==> src/rtl/dsd_pkg.sv <==
package dsd_pkg;
  typedef enum logic [2:0] {
    RGN_RF   = 3'd0,
    RGN_IO   = 3'd1,
    RGN_XIO  = 3'd2,
    RGN_SRAM = 3'd3,
    RGN_EXT  = 3'd4
  } region_e;
endpackage

==> src/rtl/dsd_region_decode.sv <==
module dsd_region_decode
  import dsd_pkg::*;
#(
  parameter int unsigned AW               = 16,
  parameter int unsigned RF_LAST          = 32'h001F,
  parameter int unsigned IO_LAST          = 32'h005F,
  parameter int unsigned XIO_LAST         = 32'h00FF,
  parameter int unsigned SRAM_LAST_NORM   = 32'h10FF,
  parameter int unsigned SRAM_LAST_COMPAT = 32'h0FFF
) (
  input  logic [AW-1:0] addr_i,
  input  logic          compat_i,
  output region_e       region_o
);
  localparam logic [AW-1:0] RfL  = AW'(RF_LAST);
  localparam logic [AW-1:0] IoL  = AW'(IO_LAST);
  localparam logic [AW-1:0] XioL = AW'(XIO_LAST);
  localparam logic [AW-1:0] SnL  = AW'(SRAM_LAST_NORM);
  localparam logic [AW-1:0] ScL  = AW'(SRAM_LAST_COMPAT);

  logic [AW-1:0] sram_last;
  assign sram_last = compat_i ? ScL : SnL;

  always_comb begin
    if (addr_i <= RfL)                   region_o = RGN_RF;
    else if (addr_i <= IoL)              region_o = RGN_IO;
    else if (!compat_i && addr_i <= XioL) region_o = RGN_XIO;
    else if (addr_i <= sram_last)        region_o = RGN_SRAM;
    else                                 region_o = RGN_EXT;
  end
endmodule

==> src/rtl/dsd_ext_ctrl.sv <==
module dsd_ext_ctrl #(
  parameter int unsigned AW  = 16,
  parameter int unsigned DW  = 8,
  parameter int unsigned WSW = 2
) (
  input  logic           clk_i,
  input  logic           rst_ni,
  input  logic           start_i,
  input  logic           wr_i,
  input  logic [AW-1:0]  addr_i,
  input  logic [DW-1:0]  wdata_i,
  input  logic [WSW-1:0] ws_i,
  output logic           busy_o,
  output logic           more_o,
  output logic [AW-1:0]  ext_addr_o,
  output logic [DW-1:0]  ext_wdata_o,
  output logic           ext_rd_no,
  output logic           ext_wr_no
);
  logic           busy_q, wr_q;
  logic [WSW-1:0] cnt_q;
  logic [AW-1:0]  addr_q;
  logic [DW-1:0]  wdata_q;

  // wait count and direction are latched once, at the start
  always_ff @(posedge clk_i or negedge rst_ni) begin
    if (!rst_ni) begin
      busy_q  <= 1'b0;
      wr_q    <= 1'b0;
      cnt_q   <= '0;
      addr_q  <= '0;
      wdata_q <= '0;
    end else if (!busy_q) begin
      if (start_i) begin
        busy_q  <= 1'b1;
        wr_q    <= wr_i;
        cnt_q   <= ws_i;
        addr_q  <= addr_i;
        wdata_q <= wdata_i;
      end
    end else if (cnt_q == '0) begin
      busy_q <= 1'b0;
    end else begin
      cnt_q <= cnt_q - 1'b1;
    end
  end

  assign busy_o      = busy_q;
  assign more_o      = busy_q && (cnt_q != '0);
  assign ext_addr_o  = addr_q;
  assign ext_wdata_o = wdata_q;
  assign ext_rd_no   = !(busy_q && !wr_q);
  assign ext_wr_no   = !(busy_q && wr_q);
endmodule

==> src/rtl/dsd_rdata_mux.sv <==
module dsd_rdata_mux #(
  parameter int unsigned DW = 8,
  parameter int unsigned NT = 4
) (
  input  logic [NT-1:0]        sel_i,
  input  logic [NT-1:0][DW-1:0] tdata_i,
  input  logic                 ext_act_i,
  input  logic [DW-1:0]        ext_data_i,
  output logic [DW-1:0]        rdata_o
);
  always_comb begin
    rdata_o = '0;
    for (int i = 0; i < int'(NT); i++) begin
      if (sel_i[i]) rdata_o = rdata_o | tdata_i[i];
    end
    if (ext_act_i) rdata_o = ext_data_i;
  end
endmodule

==> src/rtl/data_space_decoder.sv <==
module data_space_decoder
  import dsd_pkg::*;
#(
  parameter int unsigned AW               = 16,
  parameter int unsigned DW               = 8,
  parameter int unsigned WSW              = 2,
  parameter int unsigned RF_LAST          = 32'h001F,
  parameter int unsigned IO_LAST          = 32'h005F,
  parameter int unsigned XIO_LAST         = 32'h00FF,
  parameter int unsigned SRAM_LAST_NORM   = 32'h10FF,
  parameter int unsigned SRAM_LAST_COMPAT = 32'h0FFF
) (
  input  logic           clk_i,
  input  logic           rst_ni,
  input  logic [AW-1:0]  addr_i,
  input  logic           rd_i,
  input  logic           wr_i,
  input  logic [DW-1:0]  wdata_i,
  input  logic           compat_i,
  input  logic           xmem_en_i,
  input  logic [WSW-1:0] wait_i,
  output logic [DW-1:0]  rdata_o,
  output logic           stall_o,
  output logic           decode_err_o,
  output logic [3:0]     sel_o,
  input  logic [DW-1:0]  rf_rdata_i,
  input  logic [DW-1:0]  io_rdata_i,
  input  logic [DW-1:0]  xio_rdata_i,
  input  logic [DW-1:0]  sram_rdata_i,
  output logic [AW-1:0]  ext_addr_o,
  output logic [DW-1:0]  ext_wdata_o,
  input  logic [DW-1:0]  ext_rdata_i,
  output logic           ext_rd_no,
  output logic           ext_wr_no
);
  localparam int unsigned NT = 4;

  region_e region;
  logic    busy, more, req_idle, ext_hit, start;
  logic [NT-1:0][DW-1:0] tdata;

  dsd_region_decode #(
    .AW(AW), .RF_LAST(RF_LAST), .IO_LAST(IO_LAST), .XIO_LAST(XIO_LAST),
    .SRAM_LAST_NORM(SRAM_LAST_NORM), .SRAM_LAST_COMPAT(SRAM_LAST_COMPAT)
  ) u_dec (
    .addr_i   (addr_i),
    .compat_i (compat_i),
    .region_o (region)
  );

  assign req_idle = (rd_i || wr_i) && !busy;
  assign ext_hit  = req_idle && (region == RGN_EXT);
  assign start    = ext_hit && xmem_en_i;

  for (genvar g = 0; g < int'(NT); g++) begin : g_sel
    assign sel_o[g] = req_idle && (region == region_e'(g));
  end

  assign tdata[0] = rf_rdata_i;
  assign tdata[1] = io_rdata_i;
  assign tdata[2] = xio_rdata_i;
  assign tdata[3] = sram_rdata_i;

  dsd_ext_ctrl #(.AW(AW), .DW(DW), .WSW(WSW)) u_ext (
    .clk_i       (clk_i),
    .rst_ni      (rst_ni),
    .start_i     (start),
    .wr_i        (wr_i),
    .addr_i      (addr_i),
    .wdata_i     (wdata_i),
    .ws_i        (wait_i),
    .busy_o      (busy),
    .more_o      (more),
    .ext_addr_o  (ext_addr_o),
    .ext_wdata_o (ext_wdata_o),
    .ext_rd_no   (ext_rd_no),
    .ext_wr_no   (ext_wr_no)
  );

  dsd_rdata_mux #(.DW(DW), .NT(NT)) u_mux (
    .sel_i      (sel_o),
    .tdata_i    (tdata),
    .ext_act_i  (!ext_rd_no),
    .ext_data_i (ext_rdata_i),
    .rdata_o    (rdata_o)
  );

  assign stall_o      = start || more;
  assign decode_err_o = ext_hit && !xmem_en_i;
endmodule

==> config.mk <==
export PLATFORM = sky130hd
export DESIGN_NAME = data_space_decoder
export DESIGN_NICKNAME = d
export VERILOG_FILES = /design/src/rtl/dsd_pkg.sv /design/src/rtl/dsd_region_decode.sv /design/src/rtl/dsd_ext_ctrl.sv /design/src/rtl/dsd_rdata_mux.sv /design/src/rtl/data_space_decoder.sv
export SDC_FILE = /design/constraint.sdc
export NUM_CORES = 1
export LEC_CHECK = 0
export BUFFER_PORTS_ARGS = -buffer_cell sky130_fd_sc_hd__buf_2
export CORE_MARGIN = 4
export CORE_UTILIZATION = 25
export CTS_CLUSTER_DIAMETER = 120
export CTS_CLUSTER_SIZE = 30
export DETAILED_ROUTE_END_ITERATION = 6
export MAX_ROUTING_LAYER = met4
export PLACE_DENSITY = 0.59
export SETUP_SLACK_MARGIN = 0.4
export SLEW_MARGIN = 20
export SYNTH_ARGS = -nofsm -noshare
export SYNTH_HDL_FRONTEND = slang
export SYNTH_SLANG_ARGS = --single-unit
==> constraint.sdc <==
create_clock -name clk_i -period 7.89 [get_ports clk_i]
set_input_delay 1.578 -clock clk_i [delete_from_list [all_inputs] [get_ports clk_i]]
set_output_delay 1.578 -clock clk_i [all_outputs]
set_load 0.03 [all_outputs]
* Yosys cells after proc, flatten, opt, wreduce, memory -nomap -nowiden
Cells that the tools add are included.
** Word-level totals
- Input bits :: 72
- Word-level logic and storage cells :: 61
- Output and inout bits :: 40
- Register bits :: 28
** Operators by class
- Equal/unequal tests :: 5
- Bitwise logic cells :: 4
- Add/sub/neg operators :: 1
- Mux-type cells :: 16
- Magnitude comparators :: 4
- Reduce and logical (&&, ||, !) cells :: 26
** Operator list (count)
- $mux W8 :: 5
- $or A8 B8 Y8 :: 3
- $le A16 B16 Y1 :: 1
- $le A16 B5 Y1 const B :: 1
- $le A16 B7 Y1 const B :: 1
- $le A16 B8 Y1 const B :: 1
- $mux W13 :: 1
- $logic_and A1 B1 Y1 :: 12
- $mux W3 :: 4
- $eq A3 B2 Y1 const B :: 2
- $logic_not A1 Y1 :: 6
- $mux W2 :: 3
- $reduce_and A2 Y1 :: 2
- $reduce_bool A2 Y1 :: 2
- $eq A3 B1 Y1 const B :: 1
- $eq A3 B3 Y1 const B :: 1
- $logic_not A3 Y1 :: 1
- $mux W1 :: 3
- $logic_not A2 Y1 :: 1
- $logic_or A1 B1 Y1 :: 2
- $ne A2 B2 Y1 const B :: 1
- $sub A2 B1 Y2 const B :: 1
- $not A1 Y1 :: 1

* Longest topological paths before layout
Gate-level depths: netlist of the first run.
- Word-level depth :: 16
- Depth in mapped cells :: 9
- Mapped depth without buffers :: 7

* Modules after synthesis
A second synthesis of the first run with hierarchy kept.
** Unflattened totals
- Cell total of the unflattened synthesis :: 149
- Area total of the unflattened synthesis :: 1762.9 µm²
** Modules (own cells, without submodules)
- dsd_ext_ctrl :: seq. area each 700.7 µm², cells an instance 71, times used 1, area each 1194.9 µm²
- dsd_rdata_mux :: seq. area each 0.0 µm², cells an instance 37, times used 1, area each 275.3 µm²
- dsd_region_decode :: seq. area each 0.0 µm², cells an instance 28, times used 1, area each 195.2 µm²
- data_space_decoder :: seq. area each 0.0 µm², cells an instance 13, times used 1, area each 97.6 µm²

* Worst setup path after synthesis of the first run
OpenSTA, ideal clock, no wires.
- Path type :: in2out
- Start point :: in addr_i[13]
- End point :: out rdata_o[0]
- Data required time :: 6.312 ns
- Data arrival time :: 4.037 ns
- Path buffers :: 1
- Stages :: 6
- Slack :: 2.275 ns
- Cells stage by stage :: or3_4 > or4_1 > buf_2 > nor2_1 > a22oi_1 > a41oi_1
** Between the ends
- Cells in the longest elaborated chain, start to end :: 15
- Elaborated cells on any way between the ends :: 25
- Classes of those cells :: order compare (4); eq/ne (3); mux (9); bitwise (3); reduce/logical (6)
** RTL lines
- start, declared :: line data_space_decoder.sv:15 : input logic [AW-1:0] addr_i,
- $le A16 B16 Y1 / $le A16 B8 Y1 (equally long branches) :: line dsd_region_decode.sv:28, dsd_region_decode.sv:27
- $mux W3 / $logic_and A1 B1 Y1 (equally long branches) :: line dsd_region_decode.sv:28, dsd_region_decode.sv:27
- $mux W3 :: line dsd_region_decode.sv:27 : else if (!compat_i && addr_i <= XioL) region_o = RGN_XIO;
- $mux W3 :: line dsd_region_decode.sv:26 : else if (addr_i <= IoL) region_o = RGN_IO;
- $mux W3 * :: line dsd_region_decode.sv:25 : if (addr_i <= RfL) region_o = RGN_RF;
- $logic_not A3 Y1 * :: line data_space_decoder.sv:56 : assign sel_o[g] = req_idle && (region == region_e'(g));
- $logic_and A1 B1 Y1 * :: line data_space_decoder.sv:56
- net sel_o[0] :: line data_space_decoder.sv:25 : output logic [3:0] sel_o,
- $mux W8 * :: line dsd_rdata_mux.sv:14 : if (sel_i[i]) rdata_o = rdata_o | tdata_i[i];
- $or A8 B8 Y8 :: line dsd_rdata_mux.sv:14
- $mux W8 * :: line dsd_rdata_mux.sv:14
- $or A8 B8 Y8 :: line dsd_rdata_mux.sv:14
- $mux W8 * :: line dsd_rdata_mux.sv:14
- $or A8 B8 Y8 :: line dsd_rdata_mux.sv:14
- $mux W8 * :: line dsd_rdata_mux.sv:14
- $mux W8 * :: line dsd_rdata_mux.sv:16 : if (ext_act_i) rdata_o = ext_data_i;
- end, declared :: line data_space_decoder.sv:22 : output logic [DW-1:0] rdata_o,
Mark *: on every way through the listed nets, which the timed path passes. The rest lies on a longest branch.

* Worst setup path in the final report of the first run
- Start point :: in addr_i[13]
- End point :: out rdata_o[7]
** Between the ends
- Cells in the longest elaborated chain, start to end :: 15
- Elaborated cells on any way between the ends :: 25
- Classes of those cells :: order compare (4); eq/ne (3); mux (9); bitwise (3); reduce/logical (6)
** RTL lines (line)
- $le A16 B16 Y1 / $le A16 B8 Y1 (equally long branches) :: dsd_region_decode.sv:28, dsd_region_decode.sv:27
- $mux W3 / $logic_and A1 B1 Y1 (equally long branches) :: dsd_region_decode.sv:28, dsd_region_decode.sv:27
- $mux W3 :: dsd_region_decode.sv:27
- $mux W3 :: dsd_region_decode.sv:26
- $mux W3 * :: dsd_region_decode.sv:25
- $logic_not A3 Y1 :: data_space_decoder.sv:56
- $logic_and A1 B1 Y1 :: data_space_decoder.sv:56
- $mux W8 :: dsd_rdata_mux.sv:14
- $or A8 B8 Y8 :: dsd_rdata_mux.sv:14
- $mux W8 :: dsd_rdata_mux.sv:14
- $or A8 B8 Y8 :: dsd_rdata_mux.sv:14
- $mux W8 :: dsd_rdata_mux.sv:14
- $or A8 B8 Y8 :: dsd_rdata_mux.sv:14
- $mux W8 * :: dsd_rdata_mux.sv:14
- $mux W8 * :: dsd_rdata_mux.sv:16
Every way passes the cells marked *; elsewhere a longest branch is shown, timed or not.

==> impl_metrics.csv, run 1 <==
group,metric,value,unit
final_layout,final_util,35.49,%
setup_path,crit_end,"rdata_o[7]",
pwr,peakVddDrop,0.1546,mV
timing,period_needed,5.454,ns
drt,ant_nets,0,
clocking,cts_buffers,3,
timing,fin_skew,0.009669,ns
placed_design,io_buffers,111,
setup_path,worst_ep_arrival_time,3.88,ns
drt,vias_per_cell,4.632,
timing,relSlewSlack,57.53,%
pwr,powerDensity,366.6,nW/µm²
synth,synth.distinct_cells,39,
synth,synth.area.mux_share,20.06,%
global_routing,grt_max_degree,29,
clocking,cts_htree_levels,1,
final_layout,finish.instance_area,2411,µm²
final_layout,nFillCells,698,
synth,synthAdderAreaFrac,4.313,%
die,start_util,25.62,%
drt,wl_per_cell,14.54,µm
setup_path,crit_type,"input pin to primary output",
synth,synth_top_family_by_area,"multiplexers",
setup_path,ff2ff_setup_slack,5.58,ns
clocking,hold_buffers,0,
synth,ys_seq_area_share,40.26,%
timing,period_share,69.13,%
final_layout,regArea,700.7,µm²
die,fp-row-count,30,
die,die_w,91.44,µm
synth,synth_area_leaders,"dfrtp_1 (40%), mux2_4 (16%), mux2_2 (4.5%)",
global_routing,met3_usage,2.403,%
setup_path,r2r-start,"u_ext.busy_o",
synth,synth_largest_area_cell,"dfrtp_1",
final_layout,fin_nets,340,
job,drv_cap,0,
timing,slew_violations,0,
hold_path,hp-class,"register to register",
setup_path,crit_start,"addr_i[13]",
global_routing,met1_usage,15.28,%
clocking,post-cts-setup-buffers,0,
synth,avgSynthCellArea,11.38,µm²
setup_path,crit_fanout,9,
global_routing,top_usage_layer,"met2",
synth,synth_compound_area_share,13.66,%
clocking,tritoncts,"yes",
timing,fmax,183.3,MHz
synth,ys.flop_type,"dfrtp_1",
setup_path,start_kind,"input pin",
synth,synth_edf_count,0,
global_routing,grt_pass1_vias,1597,
synth,syn-num-nets,231,
global_routing,grt_overflow,0,
die,num_io_pins,112,
setup_path,reg2reg_depth,4,
die,coreArea,6794,µm²
status,status,"finished, final reports clean",
placed_design,preCtsSetupSlack,2.409,ns
die,dieHeight,91.44,µm
timing,setup_violations,0,
setup_path,timing.rr.end,"u_ext.ext_addr_o[14]",
timing,hold_violations,0,
synth,ys_ff_latch,28,
drt,drt_iter0_markers,69,
drt,drc,0,
synth,syn_inst,153,
global_routing,grt_use_total,12.14,%
clocking,root_buffer,"clkbuf_8",
timing,rsz0062_at_grt,"no",
synth,synth_warnings,0,
synth,synth_top_cell_area_share,40.26,%
synth,syn_area,1740,µm²
drt,routed_wl,5175,µm
setup_path,crit_path_end_kind,"primary output",
global_routing,grt_pass1_wl,8066,µm
placed_design,placed_cell_area,2370,µm²
synth,synthSimpleGateAreaFrac,17.04,%
global_routing,antenna_found_initial,0,
final_layout,n_antenna_cell,0,
die,dieArea,8360,µm²
synth,synth_xor_area_share,0.5032,%
clocking,clkTransAtPathRegs,0.09,ns
final_layout,multi_input_area,967.2,µm²
synth,synth-async-reset-ratio,100.0,%
clocking,ctsResizeCount,0,
timing,worst_slack,2.436,ns
placed_design,dpl.hpwl,4144,µm
global_routing,use_met2,20.75,%
synth,synth.top_cells.by_count,"dfrtp_1 (28), mux2_4 (18), nor2_1 (13)",
setup_path,required,6.31,ns
timing,tightest_slew,0.6370,ns
placed_design,dpl.cell_count,353,
placed_design,place_congestion,0.7870,
clocking,clk_path_buf_depth,2,
clocking,clock_latency,0.27,ns
final_layout,fin_cells,356,
final_layout,drive_gt1_share,56.54,%
clocking,cts_sinks,28,
pwr,power.leakage,1.173,nW
drt,dr.pass1.iters,6,
final_layout,area.growth.synth_to_final,38.53,%
synth,yosysMostFrequentCell,"dfrtp_1",
timing,finalSetupTns,0,ns
drt,num_vias,1649,
[final cells by class]
cell class / instances / share of cell area (%)
inverters: 5 / 0.7784
multi-input cells: 112 / 40.11
clock buffers: 3 / 1.713
well taps: 96 / 4.982
repair buffers: 112 / 23.35
flip-flops and latches: 28 / 29.06
[where the power goes]
part | leakage (nW) | internal, mW | switching, mW
sequential | 0.329 | 0.217 | 0.0428
combinational | 0.822 | 0.210 | 0.337
clock | 0.0216 | 0.0343 | 0.0436
[layer usage]
layer,vias to the layer above,part of all wire (%)
li1,803,-
met1,792,43
met2,52,52
met3,2,5.0
met4,0,0.37
met5,-,0
[logic make-up (layout without fill, tap and decap cells)]
kind of cell    Yosys count  count (layout)
simple gates             51              51
compound gates           29              29
flops                    28              28
mux                      25              25
buf+inv                  13             120
fa+ha+maj                 6               6
xor+xnor                  1               1
[placed cells by master, fill, tap and decap left out, types with 2 or more instances in the layout]
| cell type | n |
|---|---|
| clkbuf_8 | 3 |
| dfrtp_1 | 28 |
| a222oi_1 | 4 |
| or2_2 | 2 |
| a31oi_1 | 4 |
| a21o_1 | 2 |
| nor2_1 | 13 |
| mux2_4 | 18 |
| mux2_2 | 7 |
| nor4_4 | 2 |
| nand4_1 | 2 |
| ha_1 | 6 |
| buf_2 | 111 |
| a21oi_1 | 3 |
| nand3_1 | 11 |
| a22oi_1 | 4 |
| and4_1 | 2 |
| or4_1 | 2 |
| inv_1 | 5 |
| a41oi_1 | 4 |
| nand2_1 | 9 |
[worst max-delay path: stages]
cell,delay [ns]
buf_2,0.11
or3_4,0.39
or4_1,0.63
nor4_4,0.50
a22oi_1,0.19
a41oi_1,0.24
buf_2,0.23
[worst min path at each step]
stage / startpoint / to / slack (ns) / cells past startpoint
5_1_grt: u_ext.ext_wdata_o[1] / u_ext.ext_wdata_o[1] / 0.53 / 1
3_5_place_dp: u_ext.ext_addr_o[2] / u_ext.ext_addr_o[2] / 0.49 / 1
4_1_cts: u_ext.ext_addr_o[4] / u_ext.ext_addr_o[4] / 0.52 / 1
6_report: u_ext.ext_wdata_o[3] / u_ext.ext_wdata_o[3] / 0.51 / 1
3_3_place_gp: u_ext.ext_wdata_o[0] / u_ext.ext_wdata_o[0] / 0.49 / 1
2_1_floorplan: u_ext.wr_q / u_ext.wr_q / 0.50 / 1
[sequential cells by signal (all words and copies together) (netlist names)]
name / flops
u_ext.ext_addr_o: 16
u_ext.ext_wdata_o: 8
u_ext.cnt_q: 2
u_ext.busy_o: 1
u_ext.wr_q: 1
[stage by stage]
stage | hold WS, ns | power (mW)
CTS | 0.5202 | 0.8975
global route | 0.5329 | 0.9409
global placement | 0.4855 | 0.8094
finish | 0.5095 | 0.8838
detailed placement | 0.4917 | 0.8155
floorplan | 0.4959 | 0.6658
Power figures use the tool's default switching activity.
==> run 2: changes to the inputs <==
--- a/config.mk
+++ b/config.mk
@@ -12,7 +12,7 @@
 export CTS_CLUSTER_SIZE = 30
 export DETAILED_ROUTE_END_ITERATION = 6
 export MAX_ROUTING_LAYER = met4
-export PLACE_DENSITY = 0.59
+export PLACE_DENSITY = 0.61
 export SETUP_SLACK_MARGIN = 0.4
 export SLEW_MARGIN = 20
 export SYNTH_ARGS = -nofsm -noshare
==> constraint.sdc (replaced) <==
create_clock -name clk_i -period 4.35 [get_ports clk_i]
set_input_delay 0.87 -clock clk_i [delete_from_list [all_inputs] [get_ports clk_i]]
set_output_delay 0.87 -clock clk_i [all_outputs]
set_load 0.03 [all_outputs]
==> run 2 against run 1 <==
Effect of this change: register-to-register slack worse by 3.6 ns; via count increased by 0.97%; first-iteration DRC count fell by 30%; final area increased by 4.6%.
==> impl_metrics.csv, run 2 (synthesis results as in run 1) <==
group,metric,value,unit
clocking,cts_htree_levels,1,
setup_path,path_common_cell,"buf_2",
final_layout,final_util,37.13,%
timing,period_needed,3.840,ns
die,dieHeight,91.44,µm
drt,drt_iter0_markers,48,
drt,ant_nets,0,
setup_path,path_delay_family,"simple AND/OR/NAND/NOR gates",
placed_design,io_buffers,111,
hold_path,hp-class,"register to register",
final_layout,multi_input_area,1036,µm²
final_layout,drive_gt1_share,61.36,%
global_routing,antenna_found_initial,0,
die,num_io_pins,112,
setup_path,ff2ff_setup_slack,2.03,ns
timing,rsz0062_at_grt,"no",
timing,hold_slack,0.5106,ns
setup_path,start_kind,"input pin",
hold_path,hold_end,"u_ext.ext_addr_o[1]",
final_layout,fin_cells,360,
global_routing,grt_use_total,12.44,%
clocking,clk_path_buf_depth,2,
pwr,power,1.649,mW
pwr,power.leakage,1.209,nW
die,dieArea,8360,µm²
clocking,cts_sinks,28,
timing,fin_skew,0.008204,ns
pwr,powerDensity,653.9,nW/µm²
timing,fmax,260.4,MHz
setup_path,r2r-start,"u_ext.busy_o",
job,drv_cap,0,
global_routing,grt_pass1_vias,1734,
timing,slew_violations,0,
clocking,clkTransAtPathRegs,0.09,ns
hold_path,hold_depth,1,
global_routing,grt_overflow,0,
timing,finalSetupTns,0,ns
final_layout,area.growth.synth_to_final,44.93,%
pwr,peakVddDrop,0.2618,mV
final_layout,final_cell_mix,"buf_2 (110), dfrtp_1 (28), mux2_4 (18), nor2_1 (12), nand3_1 (11)",
setup_path,worst_ep_arrival_time,2.97,ns
setup_path,cp_slowest_cell,"or4_4",
setup_path,cp_slowest_stage_delay,0.56,ns
die,fp-row-count,30,
drt,dr.pass1.iters,5,
timing,relSlewSlack,48.44,%
setup_path,timing.rr.end,"u_ext.ext_wdata_o[0]",
drt,routed_wl,5131,µm
drt,drc,0,
placed_design,placed_cell_area,2446,µm²
pwr,switchingPower,0.7783,mW
final_layout,n_antenna_cell,0,
pwr,swShare,47.19,%
timing,period_share,88.28,%
pwr,p_int,0.8710,mW
final_layout,nFillCells,711,
global_routing,grt_max_degree,29,
pwr,p_comb_share,61.6,%
pwr,p_clk_share,9.9,%
timing,worst_slack,0.5099,ns
setup_path,path_cells,"buf_2, or3_4, or4_4, nor4_4, buf_4, a222oi_1, a31oi_2, buf_2",
setup_path,reg2reg_depth,5,
placed_design,dpl.hpwl,4064,µm
final_layout,regArea,700.7,µm²
timing,tightest_slew,0.7734,ns
final_layout,largest_reg_flops,16,
die,start_util,25.62,%
drt,num_vias,1665,
timing,setup_violations,0,
hold_path,worstHoldStart,"u_ext.ext_addr_o[1]",
placed_design,place_congestion,0.8008,
placed_design,preCtsSetupSlack,0.3726,ns
status,status,"finished, final reports clean",
clocking,root_buffer,"clkbuf_8",
setup_path,critPathBufInv,3,
die,coreArea,6794,µm²
final_layout,finish.instance_area,2522,µm²
timing,hold_violations,0,
pwr,p_seq_share,28.5,%
setup_path,crit_type,"input pin to primary output",
global_routing,grt_pass1_wl,8376,µm
clocking,cts_buffers,3,
setup_path,crit_path_end_kind,"primary output",
clocking,clock_latency,0.28,ns
final_layout,fin_nets,343,
placed_design,dpl.cell_count,354,
drt,vias_per_cell,4.625,
clocking,tritoncts,"yes",
setup_path,required,3.48,ns
die,die_w,91.44,µm
setup_path,crit_fanout,9,
final_layout,final_common_cell,"buf_2",
drt,wl_per_cell,14.25,µm
-- run 2: repair_timing --
action | CTS | global route
buffers inserted | 2 | 0
pin swaps | 2 | 0
hold buffers | 0 | 0
gates resized for setup | 0 | 2
setup endpoints to repair | 4 | 1
-- run 2: worst max path at each step --
stage | start | depth (start not counted) | endpoint | slack [ns]
after floorplan | addr_i[13] | 6 | rdata_o[2] | 0.31
after global placement | addr_i[13] | 7 | rdata_o[6] | 0.40
after detailed placement | addr_i[13] | 7 | rdata_o[4] | 0.37
after global routing | addr_i[13] | 8 | rdata_o[6] | 0.40
final | addr_i[13] | 8 | rdata_o[4] | 0.51
after CTS | addr_i[13] | 8 | rdata_o[4] | 0.51
-- run 2: area by class of cell --
cell class,count,area share [%]
repair buffers,115,23.46
flip-flops and latches,28,27.78
clock buffers,4,2.183
multi-input cells,112,41.07
well taps,96,4.762
inverters,5,0.7440
-- run 2: per-layer routing --
layer	routed length, µm	global-route usage [%]	vias up
met5	0	-	-
li1	-	-	804
met3	258	3.065	6
met2	2644	21.55	48
met4	60	2.387	0
met1	2167	14.67	807
-- run 2: power by group through the flow --
stage | Clock, mW | Combinational (mW) | Sequential, mW
2_1_floorplan | 0 | 0.536 | 0.693
3_3_place_gp | 0 | 1.01 | 0.472
3_5_place_dp | 0 | 1.03 | 0.474
4_1_cts | 0.177 | 1.03 | 0.472
5_1_grt | 0.185 | 1.08 | 0.489
6_report | 0.163 | 1.02 | 0.470
==> run 3: changes to the inputs <==
--- a/config.mk
+++ b/config.mk
@@ -12,7 +12,7 @@
 export CTS_CLUSTER_SIZE = 30
 export DETAILED_ROUTE_END_ITERATION = 6
 export MAX_ROUTING_LAYER = met4
-export PLACE_DENSITY = 0.61
+export PLACE_DENSITY_LB_ADDON = 0.3
 export SETUP_SLACK_MARGIN = 0.4
 export SLEW_MARGIN = 20
 export SYNTH_ARGS = -nofsm -noshare
==> run 3 against run 2 <==
Effect of this change: final area down 0.55%; die area unchanged; via count up 1.2%.
==> impl_metrics.csv, run 3 (synthesis results as in run 1) <==
group,metric,value,unit
status,status,"finished, final reports clean",
timing,tightest_slew,0.7812,ns
timing,hold_violations,0,
setup_path,crit_fanout,9,
placed_design,place_congestion,0.8203,
placed_design,dpl.hpwl,4140,µm
timing,period_share,88.21,%
setup_path,crit_type,"input pin to primary output",
pwr,powerDensity,658.8,nW/µm²
placed_design,dpl.cell_count,354,
clocking,clock_latency,0.27,ns
drt,drt_iter0_markers,59,
global_routing,grt_use_total,13.00,%
clocking,hold_buffers,0,
setup_path,ff2ff_setup_slack,1.99,ns
setup_path,path_cells,"buf_2, or3_4, or4_4, nor4_4, buf_4, a222oi_1, a31oi_2, buf_2",
drt,vias_per_cell,4.681,
timing,rsz0062_at_grt,"no",
clocking,tritoncts,"yes",
clocking,post-cts-setup-buffers,2,
setup_path,reg2reg_depth,5,
clocking,clkTransAtPathRegs,0.10,ns
final_layout,final_common_cell,"buf_2",
setup_path,crit_start,"addr_i[13]",
final_layout,final_cell_mix,"buf_2 (111), dfrtp_1 (28), mux2_4 (18), nor2_1 (12), nand3_1 (11)",
timing,period_needed,3.837,ns
job,drv_cap,0,
die,fp-row-count,30,
setup_path,cp_slowest_cell,"or4_4",
clocking,ctsResizeCount,0,
clocking,clk_path_buf_depth,2,
setup_path,path_delay_family,"simple AND/OR/NAND/NOR gates",
setup_path,required,3.48,ns
drt,num_vias,1685,
drt,routed_wl,5369,µm
setup_path,worst_ep_arrival_time,2.97,ns
setup_path,critPathBufInv,3,
clocking,cts_htree_levels,1,
drt,wl_per_cell,14.91,µm
drt,drc,0,
clocking,cts_buffers,3,
timing,relSlewSlack,47.92,%
setup_path,crit_path_end_kind,"primary output",
die,dieArea,8360,µm²
global_routing,grt_max_degree,29,
timing,fin_skew,0.001488,ns
pwr,peakVddDrop,0.2135,mV
die,dieHeight,91.44,µm
die,coreArea,6794,µm²
timing,slew_violations,0,
timing,hold_slack,0.5120,ns
global_routing,grt_pass1_wl,8535,µm
global_routing,antenna_found_initial,0,
final_layout,fin_nets,343,
drt,dr.pass1.iters,5,
setup_path,path_common_cell,"buf_2",
final_layout,fin_cells,360,
timing,fmax,260.6,MHz
setup_path,path_depth,8,
die,start_util,25.62,%
final_layout,final_util,36.92,%
setup_path,start_kind,"input pin",
setup_path,cp_slowest_stage_delay,0.56,ns
final_layout,drive_gt1_share,60.98,%
die,num_io_pins,112,
final_layout,largest_reg_flops,16,
setup_path,timing.rr.end,"u_ext.ext_wdata_o[0]",
clocking,cts_sinks,28,
setup_path,crit_end,"rdata_o[2]",
final_layout,n_antenna_cell,0,
final_layout,area.growth.synth_to_final,44.14,%
timing,finalSetupTns,0,ns
placed_design,io_buffers,111,
drt,ant_nets,0,
global_routing,grt_overflow,0,
pwr,power.leakage,1.203,nW
setup_path,r2r-start,"u_ext.busy_o",
hold_path,hp-class,"register to register",
clocking,root_buffer,"clkbuf_8",
die,die_w,91.44,µm
global_routing,grt_pass1_vias,1738,
timing,setup_violations,0,
[run 3: cell types whose count changed in the layout (fill, tap and decap cells not counted), sizes merged]
| cell | before | now |
|---|---|---|
| buf | 114 | 115 |
| clkbuf | 5 | 4 |
[run 3: stage by stage]
| step | setup slack (ns) | power, mW | area, µm² |
|---|---|---|---|
| 4_1_cts | 0.5147 | 1.676 | 2509 |
| 2_1_floorplan | 0.3099 | 1.229 | 1808 |
| 3_3_place_gp | 0.4126 | 1.489 | 2439 |
| 3_5_place_dp | 0.3693 | 1.504 | 2439 |
| 6_report | 0.5128 | 1.653 | 2509 |
| 5_1_grt | 0.4011 | 1.765 | 2509 |
[run 3: area by class of cell]
class	instances	area (µm²)
inverter	5	18.77
clock buffer	4	55.05
sequential	28	700.7
tap	96	120.1
multi-input combinational	112	1028
fill	705	4285
timing repair buffer	115	585.6
[run 3: how the worst min path moves through the flow]
stage	startpoint	endpoint	slack (ns)	cells past startpoint
final	u_ext.ext_wdata_o[2]	u_ext.ext_wdata_o[2]	0.51	1
after floorplan	u_ext.wr_q	u_ext.wr_q	0.50	1
after global routing	u_ext.ext_wdata_o[1]	u_ext.ext_wdata_o[1]	0.54	1
after CTS	u_ext.ext_wdata_o[2]	u_ext.ext_wdata_o[2]	0.52	1
after global placement	u_ext.ext_addr_o[14]	u_ext.ext_addr_o[14]	0.48	1
after detailed placement	u_ext.ext_wdata_o[7]	u_ext.ext_wdata_o[7]	0.49	1
[run 3: power breakdown]
part	internal [mW]	leakage, nW	switching (mW)	total (mW)
sequential	0.394	0.329	0.0782	0.472
combinational	0.393	0.846	0.622	1.02
clock	0.0811	0.0288	0.0839	0.165
[run 3: metal layers]
layer / vias to the layer above / GRT usage [%] / share of wire [%]
li1: 806 / - / -
met1: 825 / 16.20 / 43
met2: 50 / 21.73 / 51
met3: 4 / 3.065 / 5.3
met4: 0 / 2.136 / 0.69
met5: - / - / 0
